[config.mk]
export PLATFORM = sky130hd
export DESIGN_NAME = gain_word_rx
export DESIGN_NICKNAME = d
export VERILOG_FILES = /design/src/rtl/gwr_pkg.sv /design/src/rtl/gwr_sync.sv /design/src/rtl/gwr_edge.sv /design/src/rtl/gwr_shift.sv /design/src/rtl/gwr_bank.sv /design/src/rtl/gain_word_rx.sv
export SDC_FILE = /design/constraint.sdc
export NUM_CORES = 1
export LEC_CHECK = 0
export BUFFER_PORTS_ARGS = -buffer_cell sky130_fd_sc_hd__buf_2
export CELL_PAD_IN_SITES_DETAIL_PLACEMENT = 1
export CELL_PAD_IN_SITES_GLOBAL_PLACEMENT = 1
export CORE_MARGIN = 2
export CORE_UTILIZATION = 25
export CTS_CLUSTER_DIAMETER = 150
export DETAILED_ROUTE_END_ITERATION = 6
export PLACE_DENSITY_LB_ADDON = 0.08
export RECOVER_POWER = 50
export SETUP_SLACK_MARGIN = 0.4
export SYNTH_ARGS = -nofsm -noshare
export SYNTH_HDL_FRONTEND = slang
export SYNTH_SLANG_ARGS = --single-unit
[constraint.sdc]
create_clock -name clk_i -period 1.88 [get_ports clk_i]
set_input_delay 0.376 -clock clk_i [delete_from_list [all_inputs] [get_ports clk_i]]
set_output_delay 0.376 -clock clk_i [all_outputs]
set_load 0.02 [all_outputs]
[src/rtl/gwr_pkg.sv]
package gwr_pkg;
   localparam int unsigned CODE_W = 4;
   localparam int unsigned CH_W   = 2;
   localparam int unsigned N_CH   = 1 << CH_W;
   localparam int unsigned WORD_W = CODE_W + CH_W + 2;

   typedef struct packed {
      logic              enable;
      logic              dev_sel;
      logic [CH_W-1:0]   chan;
      logic [CODE_W-1:0] code;
   } ctl_word_t;
endpackage

[src/rtl/gwr_sync.sv]
module gwr_sync #(
   parameter int unsigned W       = 1,
   parameter int unsigned STAGES  = 2,
   parameter logic [W-1:0] RST_VAL = '0
) (
   input  logic         clk_i,
   input  logic         rst_ni,
   input  logic [W-1:0] d_i,
   output logic [W-1:0] q_o
);
   if (STAGES < 2) begin : g_bad_stages
      $error("gwr_sync: STAGES must be at least 2");
   end
   if (W < 1) begin : g_bad_width
      $error("gwr_sync: W must be at least 1");
   end

   logic [W-1:0] stg [STAGES];

   for (genvar k = 0; k < STAGES; k++) begin : g_stage
      if (k == 0) begin : g_first
         always_ff @(posedge clk_i or negedge rst_ni) begin
            if (!rst_ni) stg[k] <= RST_VAL;
            else         stg[k] <= d_i;
         end
      end else begin : g_next
         always_ff @(posedge clk_i or negedge rst_ni) begin
            if (!rst_ni) stg[k] <= RST_VAL;
            else         stg[k] <= stg[k-1];
         end
      end
   end

   assign q_o = stg[STAGES-1];
endmodule

[src/rtl/gwr_edge.sv]
module gwr_edge #(
   parameter bit RISING  = 1'b1,
   parameter bit RST_VAL = 1'b0
) (
   input  logic clk_i,
   input  logic rst_ni,
   input  logic lvl_i,
   output logic edge_o
);
   logic prev_q;

   always_ff @(posedge clk_i or negedge rst_ni) begin
      if (!rst_ni) prev_q <= RST_VAL;
      else         prev_q <= lvl_i;
   end

   if (RISING) begin : g_rise
      assign edge_o = lvl_i & ~prev_q;
   end else begin : g_fall
      assign edge_o = ~lvl_i & prev_q;
   end
endmodule

[src/rtl/gwr_shift.sv]
module gwr_shift #(
   parameter int unsigned WORD_W = 8
) (
   input  logic              clk_i,
   input  logic              rst_ni,
   input  logic              shift_en_i,
   input  logic              bit_i,
   output logic [WORD_W-1:0] word_o
);
   if (WORD_W < 2) begin : g_bad_word
      $error("gwr_shift: WORD_W must be at least 2");
   end

   logic [WORD_W-1:0] sr_q;

   always_ff @(posedge clk_i or negedge rst_ni) begin
      if (!rst_ni)         sr_q <= '0;
      else if (shift_en_i) sr_q <= {sr_q[WORD_W-2:0], bit_i};
   end

   assign word_o = sr_q;
endmodule

[src/rtl/gwr_bank.sv]
module gwr_bank
   import gwr_pkg::*;
(
   input  logic                   clk_i,
   input  logic                   rst_ni,
   input  logic                   commit_i,
   input  ctl_word_t              word_i,
   input  logic                   dev_pin_i,
   output logic [N_CH*CODE_W-1:0] gain_o,
   output logic [N_CH-1:0]        mute_o,
   output logic                   upd_o,
   output logic [CH_W-1:0]        upd_ch_o
);
   logic accept;
   logic [CODE_W-1:0] gain_q [N_CH];

   assign accept = commit_i & word_i.enable & (word_i.dev_sel == dev_pin_i);

   for (genvar c = 0; c < N_CH; c++) begin : g_chan
      always_ff @(posedge clk_i or negedge rst_ni) begin
         if (!rst_ni)
            gain_q[c] <= '0;
         else if (accept && (word_i.chan == CH_W'(c)))
            gain_q[c] <= word_i.code;
      end
      assign gain_o[c*CODE_W +: CODE_W] = gain_q[c];
      assign mute_o[c] = (gain_q[c] == '0);
   end

   always_ff @(posedge clk_i or negedge rst_ni) begin
      if (!rst_ni) begin
         upd_o    <= 1'b0;
         upd_ch_o <= '0;
      end else begin
         upd_o <= accept;
         if (accept) upd_ch_o <= word_i.chan;
      end
   end
endmodule

[src/rtl/gain_word_rx.sv]
module gain_word_rx
   import gwr_pkg::*;
#(
   parameter int unsigned SYNC_STAGES = 2
) (
   input  logic                   clk_i,
   input  logic                   rst_ni,
   input  logic                   ser_clk_i,
   input  logic                   ser_dat_i,
   input  logic                   strb_hi_i,
   input  logic                   strb_lo_i,
   input  logic                   chip_sel_i,
   output logic [N_CH*CODE_W-1:0] gain_o,
   output logic [N_CH-1:0]        mute_o,
   output logic                   upd_o,
   output logic [CH_W-1:0]        upd_ch_o
);
   // Synchronized pin vector: [0] serial clock, [1] data, [2] high strobe, [3] low strobe.
   // Each strobe resets to its in-use idle level, so leaving reset never creates a commit edge.
   localparam logic [3:0] PIN_RST = 4'b1000;

   if (SYNC_STAGES < 2) begin : g_bad_sync
      $error("gain_word_rx: SYNC_STAGES must be at least 2");
   end
   if (WORD_W != $bits(ctl_word_t)) begin : g_bad_fmt
      $error("gain_word_rx: word layout does not match WORD_W");
   end

   logic [3:0]        pins_s;
   logic              sclk_rise;
   logic              hi_fall;
   logic              lo_rise;
   logic              commit;
   logic [WORD_W-1:0] word_q;

   gwr_sync #(.W(4), .STAGES(SYNC_STAGES), .RST_VAL(PIN_RST)) u_sync (
      .clk_i  (clk_i),
      .rst_ni (rst_ni),
      .d_i    ({strb_lo_i, strb_hi_i, ser_dat_i, ser_clk_i}),
      .q_o    (pins_s)
   );

   gwr_edge #(.RISING(1'b1), .RST_VAL(PIN_RST[0])) u_sclk_edge (
      .clk_i (clk_i), .rst_ni (rst_ni), .lvl_i (pins_s[0]), .edge_o (sclk_rise)
   );

   gwr_edge #(.RISING(1'b0), .RST_VAL(PIN_RST[2])) u_hi_edge (
      .clk_i (clk_i), .rst_ni (rst_ni), .lvl_i (pins_s[2]), .edge_o (hi_fall)
   );

   gwr_edge #(.RISING(1'b1), .RST_VAL(PIN_RST[3])) u_lo_edge (
      .clk_i (clk_i), .rst_ni (rst_ni), .lvl_i (pins_s[3]), .edge_o (lo_rise)
   );

   assign commit = hi_fall | lo_rise;

   gwr_shift #(.WORD_W(WORD_W)) u_shift (
      .clk_i      (clk_i),
      .rst_ni     (rst_ni),
      .shift_en_i (sclk_rise),
      .bit_i      (pins_s[1]),
      .word_o     (word_q)
   );

   gwr_bank u_bank (
      .clk_i     (clk_i),
      .rst_ni    (rst_ni),
      .commit_i  (commit),
      .word_i    (ctl_word_t'(word_q)),
      .dev_pin_i (chip_sel_i),
      .gain_o    (gain_o),
      .mute_o    (mute_o),
      .upd_o     (upd_o),
      .upd_ch_o  (upd_ch_o)
   );
endmodule

==> results of run 1 <==
[path summary, 6_finish.rpt]
path	from	end	slack, ns
setup reg to reg	u_sync.q_o[3]	u_bank.gain_o[4]	0.32
min in group asynchronous	rst_ni	u_shift.word_o[7]	0.30
hold reg to reg	u_sync.stg[6]	u_sync.q_o[2]	0.35
setup / recovery	u_sync.q_o[3]	u_bank.gain_o[4]	0.32
max in group asynchronous	rst_ni	u_shift.word_o[5]	0.95
hold / removal	strb_lo_i	u_sync.stg[7]	0.18
[where the power goes]
group | switching, mW | internal (mW) | total, mW | leakage [nW]
clock network | 0.283 | 0.370 | 0.654 | 0.0575
registers | 0.254 | 1.05 | 1.31 | 0.469
logic | 0.552 | 0.551 | 1.10 | 0.386
total | 1.09 | 1.97 | 3.06 | 0.912
[logic make-up after synthesis]
| family | share of synthesized area |
|---|---|
| simple gates | 0.0646 |
| xor+xnor | 0.0175 |
| mux | 0.204 |
| flops | 0.666 |
| buf+inv | 0.00523 |
| compound gates | 0.0428 |
[cell type report]
| type | count | share of cell area |
|---|---|---|
| Inverter | 1 | 0.00192 |
| Clock buffer | 8 | 0.0564 |
| Sequential cell | 38 | 0.491 |
| Timing Repair Buffer | 39 | 0.117 |
| Tap cell | 72 | 0.0462 |
| Multi-Input combinational cell | 46 | 0.288 |
[what timing repair did]
| action | CTS | global route |
|---|---|---|
| pin swaps | 4 | 2 |
| hold buffers | 0 | 0 |
| buffers inserted | 7 | 0 |
| hold endpoints to repair | 0 | 0 |
| endpoints found under the setup margin | 20 | 20 |
| gates resized for setup | 11 | 10 |
[sequential cells by signal, summed over array words and instances (netlist names)]
register and count:
u_bank.gain_o 16, u_shift.word_o 8, u_sync.q_o 4, u_sync.stg 4
u_bank.upd_ch_o 2, u_bank.upd_o 1, u_hi_edge.prev_q 1, u_lo_edge.prev_q 1
u_sclk_edge.prev_q 1
[Yosys cell counts]
cell type	n
sky130_fd_sc_hd__dfrtp_1	35
sky130_fd_sc_hd__mux2_2	24
sky130_fd_sc_hd__nor4_1	4
sky130_fd_sc_hd__dfstp_2	3
sky130_fd_sc_hd__nor2b_1	3
sky130_fd_sc_hd__a211oi_2	2
sky130_fd_sc_hd__mux2_1	2
sky130_fd_sc_hd__nand3b_1	2
sky130_fd_sc_hd__a211oi_4	1
sky130_fd_sc_hd__clkbuf_1	1
sky130_fd_sc_hd__inv_1	1
sky130_fd_sc_hd__nand2b_4	1
sky130_fd_sc_hd__nand3_1	1
sky130_fd_sc_hd__nor2_1	1
sky130_fd_sc_hd__o2111ai_1	1
sky130_fd_sc_hd__o211ai_1	1
sky130_fd_sc_hd__or2b_4	1
sky130_fd_sc_hd__xnor2_1	1
sky130_fd_sc_hd__xor2_2	1
[layout by cell type, fill, tap and decap left out, drive strengths merged]
cell type	synthesis	routed
nor2	1	1
nand3b	2	2
dfrtp	35	35
o211ai	1	1
xor2	1	1
mux2	26	26
o2111ai	1	1
nor2b	3	3
or2b	1	1
xnor2	1	1
nand3	1	1
dfstp	3	3
clkbuf	1	10
a211oi	3	3
buf	0	37
nand2b	1	1
nor4	4	4
inv	1	1
[stage by stage]
stage | power (mW) | hold slack (ns) | setup WS, ns | utilization
6_report | 3.06 | 0.176 | 0.320 | 0.354
4_1_cts | 3.05 | 0.141 | 0.348 | 0.348
5_1_grt | 3.25 | 0.162 | 0.237 | 0.354
2_1_floorplan | 1.91 | 0.0804 | 0.441 | -
3_5_place_dp | 2.27 | 0.336 | 0.236 | 0.311
3_3_place_gp | 2.25 | 0.336 | 0.225 | 0.311
[routing by layer]
layer  track usage  up-vias
li1              -      394
met3        0.0351        7
met1         0.143      462
met4        0.0559        0
met5             0        -
met2         0.154       24
==> flow_summary.json, run 1 <==
{
  "worstRegToRegCells": 3,
  "postLayoutCellArea_um2": 1950,
  "cp_data_required_time_ns": 2.06,
  "timing.max_cap.violations": 0,
  "gp_congestion": 0.688,
  "htreeDepth": 2,
  "placed_cell_area_um2": 1710,
  "post_synth_num_cell_types": 19,
  "critical_path.top_delay_family": "flip-flops",
  "drt-pass1-iter-count": 4,
  "number_of_cts_inserted_buffers": 5,
  "vdd_ir_drop_max_mv": 0.619,
  "finish.net_count": 138,
  "via_count": 887,
  "path_buf_inv": 0,
  "drt_wl_total_um": 2950,
  "critPathArrivalTime_ns": 1.74,
  "holdCritPathClass": "primary input to register",
  "core-area_um2": 5510,
  "place_inst": 189,
  "clock_tree.root_cell": "sky130_fd_sc_hd__clkbuf_8",
  "fin_skew_ns": 0.00511,
  "crit_path_start_kind": "register",
  "critical_path.max_stage_delay_ns": 0.59,
  "final_period_minus_worst_setup_slack_ns": 1.56,
  "max_freq_mhz": 641,
  "crit_cells": 3,
  "ys_seq_area_frac": 0.666,
  "route.met3.wl_um": 157,
  "synth_nets": 93,
  "tritoncts": "built",
  "die_x_um": 79.7,
  "grt_start_max_net_pins": 39,
  "drt-vias-per-instance": 4.35,
  "finalHoldViolCount": 0,
  "critPathCaptureType": "register",
  "post_synth_instance_area_um2": 1430,
  "overall_die_area_um2": 6360,
  "synth_top_area_cells": "sky130_fd_sc_hd__dfrtp_1 61%, sky130_fd_sc_hd__mux2_2 19%, sky130_fd_sc_hd__dfstp_2 5.5%",
  "number_of_max_slew_violations_in_the_final_report": 0,
  "finalSetupTns_ns": 0,
  "yosys.area.top_type": "sky130_fd_sc_hd__dfrtp_1",
  "drive_above_1_share": 0.674,
  "multiInputGateArea_um2": 562,
  "timing_worst_setup_path_type": "register to register",
  "worstPathCellList": "nand2b_4 -> a211oi_4 -> mux2_2",
  "dr.first_iter.drc_count": 78,
  "io_buffers": 29,
  "ios": 30,
  "floorplan.initialDensity": 0.260,
  "clock_sinks": 38,
  "slew_headroom": 0.377,
  "remaining_drc_errors": 0,
  "ant_nets": 0,
  "cts.path.max_buffers": 2,
  "cellPowerDensity_nw_per_um2": 1570,
  "synth.ff_latch_count": 38,
  "critical_path.slowest_cell": "sky130_fd_sc_hd__dfstp_1",
  "finalSetupViolCount": 0,
  "highest_layer": "met4",
  "dr_wl_met2_um": 1320,
  "min_path_cells": 1,
  "antenna_found_initial": 0,
  "antenna_cells_inserted": 0,
  "detail_route.wl_per_cell_um": 14.5,
  "area.sequential_um2": 957,
  "run_status": "completed",
  "clkLatencyLatePin_ns": 0.29,
  "post-synth-top-area-fraction": 0.611,
  "length_of_routed_wiring_on_met1_um": 1400,
  "gr-total-overflow": 0,
  "yosys_warning_total": 0,
  "min_period_over_period": 0.830,
  "grt_pass1_vias": 954,
  "rsz0062_at_grt": "true",
  "grt_first_pass_wirelength_um": 4910,
  "track_usage": 0.107,
  "syn_area_per_cell_um2": 16.7,
  "post_layout_nonfiller_instances": 204,
  "power_leakage_nw": 0.912,
  "floorplan.rows": 27,
  "die_height_um": 79.7,
  "nFillCells": 582,
  "post_synth_inst_count": 86,
  "clk_transition_reported_paths_ns": 0.07,
  "layout_area_growth_over_synthesis_pct": 36.0,
  "worst_pin_slew_ns": 0.934,
  "detailed_place_hpwl_um": 1930,
  "critical_path_peak_fanout": 4
}
Power figures use the tool's default switching activity.
==> run 2, diff against run 1 <==
==> constraint.sdc (replaced) <==
create_clock -name clk_i -period 1.55 [get_ports clk_i]
set_input_delay 0.31 -clock clk_i [delete_from_list [all_inputs] [get_ports clk_i]]
set_output_delay 0.31 -clock clk_i [all_outputs]
set_load 0.02 [all_outputs]
==> flow_summary.json, run 2 (synthesis gave the netlist of run 1 again) <==
{
  "run_status": "completed",
  "number_of_cts_inserted_buffers": 5,
  "rsz0062_at_grt": "true",
  "drt-pass1-iter-count": 2,
  "holdCritPathClass": "primary input to register",
  "htreeDepth": 2,
  "grt_first_pass_wirelength_um": 5400,
  "clock_sinks": 38,
  "vdd_ir_drop_max_mv": 0.722,
  "largest_reg_flops": 16,
  "r2r-end": "u_bank.gain_o[12]",
  "via_count": 935,
  "hold-worst-slack_ns": 0.119,
  "overall_die_area_um2": 6360,
  "place_inst": 191,
  "antenna_cells_inserted": 0,
  "final_period_minus_worst_setup_slack_ns": 1.50,
  "cp_data_required_time_ns": 1.24,
  "setup.reg_to_reg.worst_slack_ns": 0.06,
  "drive_above_1_share": 0.777,
  "ant_nets": 0,
  "gp_congestion": 0.683,
  "worstSetupStartpoint": "u_bank.gain_o[9]",
  "max_freq_mhz": 667,
  "cts_hold_repair.buffers": 0,
  "critPathArrivalTime_ns": 1.19,
  "critical_path.max_stage_delay_ns": 0.42,
  "fin_skew_ns": 0.00822,
  "detail_route.wl_per_cell_um": 15.2,
  "remaining_drc_errors": 0,
  "crit_path_start_kind": "register",
  "cellPowerDensity_nw_per_um2": 1910,
  "floorplan.initialDensity": 0.260,
  "timing.max_cap.violations": 0,
  "critPathCaptureType": "primary output",
  "drt-vias-per-instance": 4.25,
  "placed_cell_area_um2": 1780,
  "cp-endpoint": "mute_o[2]",
  "layout_area_growth_over_synthesis_pct": 60.1,
  "nFillCells": 578,
  "clk_transition_reported_paths_ns": 0.07,
  "worstPathCellList": "nor4_4 -> buf_4",
  "grt_pass1_vias": 1069,
  "finalSetupViolCount": 0,
  "post_layout_nonfiller_instances": 220,
  "timing_worst_setup_path_type": "register to primary output",
  "tritoncts": "built",
  "postLayoutCoreUtil": 0.417,
  "finalHoldViolCount": 0,
  "min_period_over_period": 0.967,
  "dr.first_iter.drc_count": 38,
  "core-area_um2": 5510,
  "grt_start_max_net_pins": 39,
  "detailed_place_hpwl_um": 2120,
  "slew_headroom": 0.368,
  "die_height_um": 79.7,
  "ios": 30,
  "power_leakage_nw": 1.04,
  "fin_total_pwr_mw": 4.38,
  "track_usage": 0.116,
  "postLayoutCellArea_um2": 2300,
  "commonest_cells_after_routing_fill_and_taps_aside": "27 x sky130_fd_sc_hd__buf_6, 27 x sky130_fd_sc_hd__dfrtp_1, 18 x sky130_fd_sc_hd__buf_4, 14 x sky130_fd_sc_hd__mux2_4, 12 x sky130_fd_sc_hd__mux2_2",
  "finish.net_count": 154,
  "clock_tree.root_cell": "sky130_fd_sc_hd__clkbuf_8",
  "worst_pin_slew_ns": 0.947,
  "critical_path_peak_fanout": 2,
  "clkLatencyLatePin_ns": 0.29,
  "gr-total-overflow": 0,
  "critical_path.slowest_cell": "sky130_fd_sc_hd__dfrtp_1",
  "io_buffers": 29,
  "number_of_max_slew_violations_in_the_final_report": 0,
  "cts.path.max_buffers": 2,
  "die_x_um": 79.7,
  "drt_wl_total_um": 3350,
  "worstRegToRegCells": 4,
  "antenna_found_initial": 0,
  "critical_path.reg2reg.startpoint": "u_sync.q_o[2]",
  "floorplan.rows": 27
}
## run 2: area by class of cell
class / instances / area, um2 / share of cell area
Multi-Input combinational cell: 46 / 658 / 0.287
Tap cell: 72 / 90.1 / 0.0392
Clock inverter: 1 / 5.00 / 0.00218
Clock buffer: 7 / 86.3 / 0.0376
Inverter: 1 / 3.75 / 0.00163
Sequential cell: 38 / 965 / 0.420
Timing Repair Buffer: 55 / 488 / 0.213
## run 2: how the worst min path moves through the flow
stage | from | end | slack (ns) | cells past startpoint
floorplan | rst_ni | u_bank.gain_o[0] | 0.01 | 0
global placement | u_sync.stg[5] | u_sync.q_o[1] | 0.34 | 0
detailed placement | u_sync.stg[4] | u_sync.q_o[0] | 0.34 | 0
CTS | rst_ni | u_bank.upd_ch_o[0] | 0.08 | 2
global route | strb_lo_i | u_sync.stg[7] | 0.10 | 1
finish | strb_lo_i | u_sync.stg[7] | 0.12 | 1
## run 2: layer usage
layer / GRT usage / routed length, um
met1: 0.143 / 1500
met4: 0.0559 / 63
met3: 0.0305 / 129
met2: 0.190 / 1650
met5: 0 / 0
## run 2: what timing repair did
action,in CTS,in global routing
pin swaps,2,7
resized for setup,39,37
setup endpoints to repair,40,49
setup buffers,11,10
## run 2: report_power, final
part | internal [mW] | total, mW | switching, mW
combinational | 1.20 | 2.04 | 0.840
clock | 0.359 | 0.698 | 0.339
sequential | 1.29 | 1.64 | 0.355
total | 2.85 | 4.38 | 1.53
## run 2: stage by stage
stage	setup WS [ns]	setup TNS, ns
finish	0.0515	0
detailed placement	0.0274	0
global placement	0.0514	0
global route	-0.0155	-0.0155
CTS	0.0441	0
floorplan	0.145	0
## run 2: critical path, delay by kind of cell, from the launching register on
kind | cells | cell delay (ns)
AND/OR/NAND/NOR | 1 | 0.30
buffers and inverters | 1 | 0.19
flip-flops | 1 | 0.42
